[src/rtl/clkdiv_pkg.sv]
package clkdiv_pkg;
  localparam int unsigned DIV_W  = 16;
  localparam int unsigned REG_W  = 32;
  localparam int unsigned TEST_B = 31;
  localparam int unsigned SH_W   = $clog2(DIV_W);
  localparam int unsigned CNT_W  = (DIV_W > 1) ? DIV_W - 1 : 1;

  typedef logic [SH_W-1:0]  shift_t;
  typedef logic [CNT_W-1:0] cnt_t;
endpackage

[src/rtl/clkdiv_ctrl_reg.sv]
module clkdiv_ctrl_reg
  import clkdiv_pkg::*;
#(
  parameter int unsigned REG_W_P  = REG_W,
  parameter int unsigned DIV_W_P  = DIV_W,
  parameter int unsigned TEST_B_P = TEST_B
) (
  input  logic               clk_i,
  input  logic               rst_ni,
  input  logic               wr_en_i,
  input  logic [REG_W_P-1:0] wr_data_i,
  output logic [DIV_W_P-1:0] div_field_o,
  output logic [REG_W_P-1:0] rd_data_o
);
  logic [DIV_W_P-1:0] div_q;
  logic               test_q;

  always_ff @(posedge clk_i or negedge rst_ni) begin
    if (!rst_ni) begin
      div_q  <= '0;
      test_q <= 1'b0;
    end else if (wr_en_i) begin
      div_q  <= wr_data_i[DIV_W_P-1:0];
      test_q <= wr_data_i[TEST_B_P];
    end
  end

  always_comb begin
    rd_data_o                 = '0;
    rd_data_o[DIV_W_P-1:0]    = div_q;
    rd_data_o[TEST_B_P]       = test_q;
  end

  assign div_field_o = div_q;
endmodule

[src/rtl/clkdiv_ratio_dec.sv]
module clkdiv_ratio_dec
  import clkdiv_pkg::*;
#(
  parameter int unsigned DIV_W_P = DIV_W,
  parameter int unsigned SH_W_P  = SH_W
) (
  input  logic [DIV_W_P-1:0] div_field_i,
  output logic [SH_W_P-1:0]  shift_o
);
  // lowest set bit wins; empty field maps to shift 0 (pass-through)
  always_comb begin
    shift_o = '0;
    for (int i = DIV_W_P - 1; i >= 0; i--) begin
      if (div_field_i[i]) shift_o = SH_W_P'(i);
    end
  end
endmodule

[src/rtl/clkdiv_tick_gen.sv]
module clkdiv_tick_gen
  import clkdiv_pkg::*;
#(
  parameter int unsigned SH_W_P  = SH_W,
  parameter int unsigned CNT_W_P = CNT_W
) (
  input  logic               clk_i,
  input  logic               rst_ni,
  input  logic               tick_i,
  input  logic [SH_W_P-1:0]  next_shift_i,
  output logic [SH_W_P-1:0]  act_shift_o,
  output logic [CNT_W_P-1:0] cnt_o,
  output logic               en_o
);
  logic [SH_W_P-1:0]  act_q;
  logic [CNT_W_P-1:0] cnt_q;
  logic [CNT_W_P-1:0] limit;
  logic               wrap;
  logic               en_q;

  assign limit = {CNT_W_P{1'b1}} >> (CNT_W_P - int'(act_q));
  assign wrap  = tick_i && (cnt_q == limit);

  always_ff @(posedge clk_i or negedge rst_ni) begin
    if (!rst_ni) begin
      act_q <= '0;
      cnt_q <= '0;
      en_q  <= 1'b0;
    end else begin
      en_q <= wrap;
      if (wrap) begin
        cnt_q <= '0;
        act_q <= next_shift_i;  // ratio swap only at period end
      end else if (tick_i) begin
        cnt_q <= cnt_q + 1'b1;
      end
    end
  end

  assign act_shift_o = act_q;
  assign cnt_o       = cnt_q;
  assign en_o        = en_q;
endmodule

[src/rtl/onehot_clkdiv.sv]
module onehot_clkdiv
  import clkdiv_pkg::*;
#(
  parameter int unsigned DIV_W_P  = DIV_W,
  parameter int unsigned REG_W_P  = REG_W,
  parameter int unsigned TEST_B_P = TEST_B
) (
  input  logic               clk_i,
  input  logic               rst_ni,
  input  logic               src_sel_i,
  input  logic               pll_tick_i,
  input  logic               ext_tick_i,
  input  logic               wr_en_i,
  input  logic [REG_W_P-1:0] wr_data_i,
  output logic [REG_W_P-1:0] rd_data_o,
  output logic               en_o
);
  localparam int unsigned SH_L  = $clog2(DIV_W_P);
  localparam int unsigned CNT_L = (DIV_W_P > 1) ? DIV_W_P - 1 : 1;

  logic [DIV_W_P-1:0] div_field;
  logic [SH_L-1:0]    next_shift;
  logic [SH_L-1:0]    act_shift;
  logic [CNT_L-1:0]   cnt;
  logic               sel_tick;

  assign sel_tick = src_sel_i ? ext_tick_i : pll_tick_i;

  clkdiv_ctrl_reg #(
    .REG_W_P (REG_W_P),
    .DIV_W_P (DIV_W_P),
    .TEST_B_P(TEST_B_P)
  ) reg_i (
    .clk_i      (clk_i),
    .rst_ni     (rst_ni),
    .wr_en_i    (wr_en_i),
    .wr_data_i  (wr_data_i),
    .div_field_o(div_field),
    .rd_data_o  (rd_data_o)
  );

  clkdiv_ratio_dec #(
    .DIV_W_P(DIV_W_P),
    .SH_W_P (SH_L)
  ) dec_i (
    .div_field_i(div_field),
    .shift_o    (next_shift)
  );

  clkdiv_tick_gen #(
    .SH_W_P (SH_L),
    .CNT_W_P(CNT_L)
  ) gen_i (
    .clk_i       (clk_i),
    .rst_ni      (rst_ni),
    .tick_i      (sel_tick),
    .next_shift_i(next_shift),
    .act_shift_o (act_shift),
    .cnt_o       (cnt),
    .en_o        (en_o)
  );
endmodule

[config.mk]
export PLATFORM = sky130hd
export DESIGN_NAME = onehot_clkdiv
export DESIGN_NICKNAME = d
export VERILOG_FILES = /design/src/rtl/clkdiv_pkg.sv /design/src/rtl/clkdiv_ctrl_reg.sv /design/src/rtl/clkdiv_ratio_dec.sv /design/src/rtl/clkdiv_tick_gen.sv /design/src/rtl/onehot_clkdiv.sv
export SDC_FILE = /design/constraint.sdc
export NUM_CORES = 1
export LEC_CHECK = 0
export BUFFER_PORTS_ARGS = -buffer_cell sky130_fd_sc_hd__buf_2
export CAP_MARGIN = 0
export CELL_PAD_IN_SITES_DETAIL_PLACEMENT = 0
export CELL_PAD_IN_SITES_GLOBAL_PLACEMENT = 2
export CORE_MARGIN = 2
export CORE_UTILIZATION = 28
export CTS_CLUSTER_SIZE = 24
export DETAILED_ROUTE_END_ITERATION = 10
export PLACE_DENSITY_LB_ADDON = 0.1
export SYNTH_ARGS = -nofsm -noshare
export SYNTH_HDL_FRONTEND = slang
export SYNTH_HIERARCHICAL = 1
export SYNTH_SLANG_ARGS = --single-unit
export TNS_END_PERCENT = 100
[constraint.sdc]
create_clock -name clk_i -period 1.95 [get_ports clk_i]
set_input_delay 0.195 -clock clk_i [delete_from_list [all_inputs] [get_ports clk_i]]
set_output_delay 0.195 -clock clk_i [all_outputs]
set_load 0.02 [all_outputs]
==> summary.txt <==
Drt
  • Routed Antenna Nets: 0
  • Iteration count of the initial detailed-routing pass: 4
  • Detailed-route vias per instance: 4.621
  • Initial DRC Count: 95
  • DRC: 0
  • Vias after detailed routing: 1853
  • Routed WL: 5.611 mm
  • WL per Instance: 13.99 microns

Clocking
  • H-tree lvl count: 2
  • Worst skew pair latency: 0.30 ns
  • CTS buffer count: 5
  • CTS tree: done
  • Clock transition at the registers of the reported paths: 0.08 ns
  • Root buffer cell: clkbuf_8
  • Clk sinks: 37
  • Clock Path Buffers: 2

Worst setup path
  • Crit path buf inv count: 1
  • Critical Path, Cell by Cell: buf_6 > a21oi_4 > o31ai_1 > a2111oi_2 > and4_4 > mux2_4
  • Worst setup EP type: register
  • CP top delay family: compound AO/OA/AOI/OAI gates
  • Kind of critical path: register to register
  • Critical path launch point type: register
  • Slowest stage delay, CP: approximately 0.44 ns
  • Worst EP required: about 2.1 ns
  • WP data arrival: 2.19 ns
  • Crit Path Max Fanout: 8
  • Crit path max-delay cell type: dfrtp_1

Cells and area
  • Syn-to-layout area delta: 20.52%
  • Register area: about 930 sq um
  • Layout net count: about 330
  • Ratio of cells with drive above 1 in the final layout: 0.3953
  • Antenna diodes: 0
  • Fillers: approximately 890
  • Design Area, Final: between 0.002 and 0.003 sq mm
  • Multi-input logic area: 0.001172 sq mm

Synthesis
  • Top-count cell post-synth: dfrtp_1
  • Top-area cell type share of the netlist area: 0.3854
  • Ys flop type: dfrtp_1
  • Most area-consuming cells after synthesis: dfrtp_1 (39%), buf_4 (11%), mux2_4 (8.8%), nor2_1 (4.5%), mux2_2 (3.8%)
  • Post-synth EDFFs: 0
  • Post-synth top cells: dfrtp_1 (37), buf_4 (35), nor2_1 (29)
  • Combinational family with the most area after synthesis: simple AND/OR/NAND/NOR gates
  • Ys Warns: 6
  • Synth Instances: 242
  • Compound-Gate Fraction of Synth Area: 0.1104
  • Flops & latches, synth: 37
  • Register area share after synthesis: 0.3854
  • XOR/XNOR Fraction of Synth Area: 0.05104
  • Synthesized area: approximately 0.0024 sq mm
  • Post-synth ARST share: 1.000
  • Synth cell types: 50
  • Dominant cell type by area after synthesis: dfrtp_1
  • Syn avg cell area: 9.927 sq um
  • Mux share of post-synthesis cell area: 0.1292
  • Area fraction in and, or, nand and nor cells after synthesis: 0.1604
  • Fraction of the mapped netlist area in adder cells: 0.005208

Placed design
  • Port bufs: 40
  • Post-DP HPWL: 4.245 mm
  • Pre-CTS setup slack: -0.1902 ns
  • Placed instance area: between 0.002 and 0.003 sq mm
  • Gp weighted congestion: around 0.76

Power and ir drop
  • Worst ir drop on vdd: around 0.3 mV
  • Total power: 2.531 mW
  • Power density over cell area: between 800 and 900 mW/mm^2
  • Pleak: 1.378 nW

Timing
  • Worst Slack Setup Final: -0.06401 ns
  • RSZ-0062 raised after global routing: yes
  • Rel. slew slack: 0.5933
  • Setup Skew: about 0.0073 ns
  • Post-route clock period utilization: 1.033
  • Hold Slack: 0.1225 ns
  • Final Max Slew Viols: 0
  • Max Fclk: 496.5 MHz
  • Min Tclk post-route: 2.014 ns
  • # setup viols final: 6
  • Setup TNS: -0.2686 ns
  • Final hold viol count: 0
  • Worst Tran Pin Value: 0.6100 ns

Floorplan
  • Core Area: ~0.0083 sq mm
  • Initial Utilization: 0.2909
  • Io pins: 71
  • DIE AREA: 0.009336 sq mm
  • Die Width: 96.63 microns
  • Die height: between 90 and 100 microns
  • Row count: 33

GRT
  • Vias in the first global route: approximately 1800
  • Maximum number of pins on one net before global-route repair: 26
  • First-pass GRT wire length: 9.128 mm
  • Congestion Overflow GR: 0
  • Tot GR Track Use: 0.1219
  • Initial antenna violation count: 0

Status
  • Status: complete, but fails checks
  • Failing checks: setup timing

Worst hold path
  • Worst Hold Class: primary input to register

Flow run
  • Max-Cap Viols: 0
-- worst register-to-register path: cells and delay by family (launching register included) --
| family | cells | cell delay (ns) |
|---|---|---|
| buf+inv | 1 | 0.16 |
| simple gates | 1 | 0.36 |
| mux | 1 | 0.31 |
| flops | 1 | 0.44 |
| compound gates | 3 | 0.63 |
-- final timing paths --
check                                                        end  depth (start not counted)  slack (ns)                             start
worst max register to register  gen_i/act_shift_o[2]$_DFFE_PN0P_                          6       -0.06  gen_i/act_shift_o[1]$_DFFE_PN0P_
min in group asynchronous                   gen_i/en_o$_DFF_PN0_                          2        0.44                            rst_ni
worst max-delay path            gen_i/act_shift_o[2]$_DFFE_PN0P_                          6       -0.06  gen_i/act_shift_o[1]$_DFFE_PN0P_
max in group asynchronous       gen_i/act_shift_o[2]$_DFFE_PN0P_                          3        0.95                            rst_ni
worst min register to register          reg_i/test_q$_DFFE_PN0P_                          1        0.52          reg_i/test_q$_DFFE_PN0P_
worst min-delay path            reg_i/div_field_o[3]$_DFFE_PN0P_                          2        0.12                      wr_data_i[3]
-- logic make-up (layout without fill, tap and decap cells) --
family                     count (synthesis)  count (layout)
muxes                                     23              23
and+or+nand+nor                           75              75
other                                      1              15
xor gates and xnor gates                  14              14
adders and majority gates                  1               1
AOI/OAI and AO/OA                         39              39
DFF                                       37              37
buffers and inverters                     52              92
-- stage by stage --
stage,std cells,utilization
after floorplan,256,-
after global placement,384,0.3195
after detailed placement,384,0.3195
after CTS,399,0.3473
after global routing,401,0.3506
final,401,0.3506
-- where the power goes --
part / switching (mW) / leakage (nW) / internal [mW]
registers: 0.138 / 0.458 / 0.876
clock network: 0.296 / 0.0681 / 0.508
logic: 0.370 / 0.851 / 0.342
-- cell type report --
| cell class | instances | area share |
|---|---|---|
| Multi-Input combinational cell | 167 | 0.4049 |
| Sequential cell | 37 | 0.3211 |
| Timing Repair Buffer | 75 | 0.1698 |
| Tap cell | 105 | 0.04538 |
| Clock buffer | 5 | 0.02377 |
| Clock inverter | 3 | 0.02247 |
| Inverter | 9 | 0.01253 |
-- repair_timing --
action,CTS,global route
hold buffers,1,0
gates resized for setup,14,5
buffers inserted,6,2
setup endpoints to repair,20,20
pin swaps,4,3
gates cloned,0,0
hold endpoints to repair,23,0
-- sequential cells by signal (all words and copies together), names as in the netlist --
signal	count
reg_i/div_field_o	16
gen_i/act_shift_o	4
gen_i/cnt_o	15
gen_i/en_o	1
reg_i/test_q	1
-- layout by cell type, fill, tap and decap left out, types with 2 or more instances in the layout --
cell type,instances
o31ai_1,2
clkbuf_8,5
nand2b_1,5
a31oi_1,5
dfrtp_1,34
inv_2,2
xor2_1,8
o22ai_1,4
nand3_1,7
nor2_1,29
conb_1,15
buf_6,7
nand4_1,3
o21ai_0,5
bufinv_16,2
buf_2,40
a21oi_1,8
xnor2_1,6
dfrtp_2,3
inv_1,6
nand2_1,12
o221ai_1,2
mux2_4,15
and3_1,5
buf_4,27
mux2_2,7
nor3_1,3
-- metal layers --
metal  wire, microns  part of all wire  vias to the layer above  global-route usage
li1                -                 -                      897                   -
met1            2368              0.42                      892              0.1461
met2            2878              0.51                       55              0.2163
met3             245             0.044                        9             0.02168
met4             119             0.021                        0             0.04659
met5               0                 0                        -                   0
(Power assumes the default switching activity.)
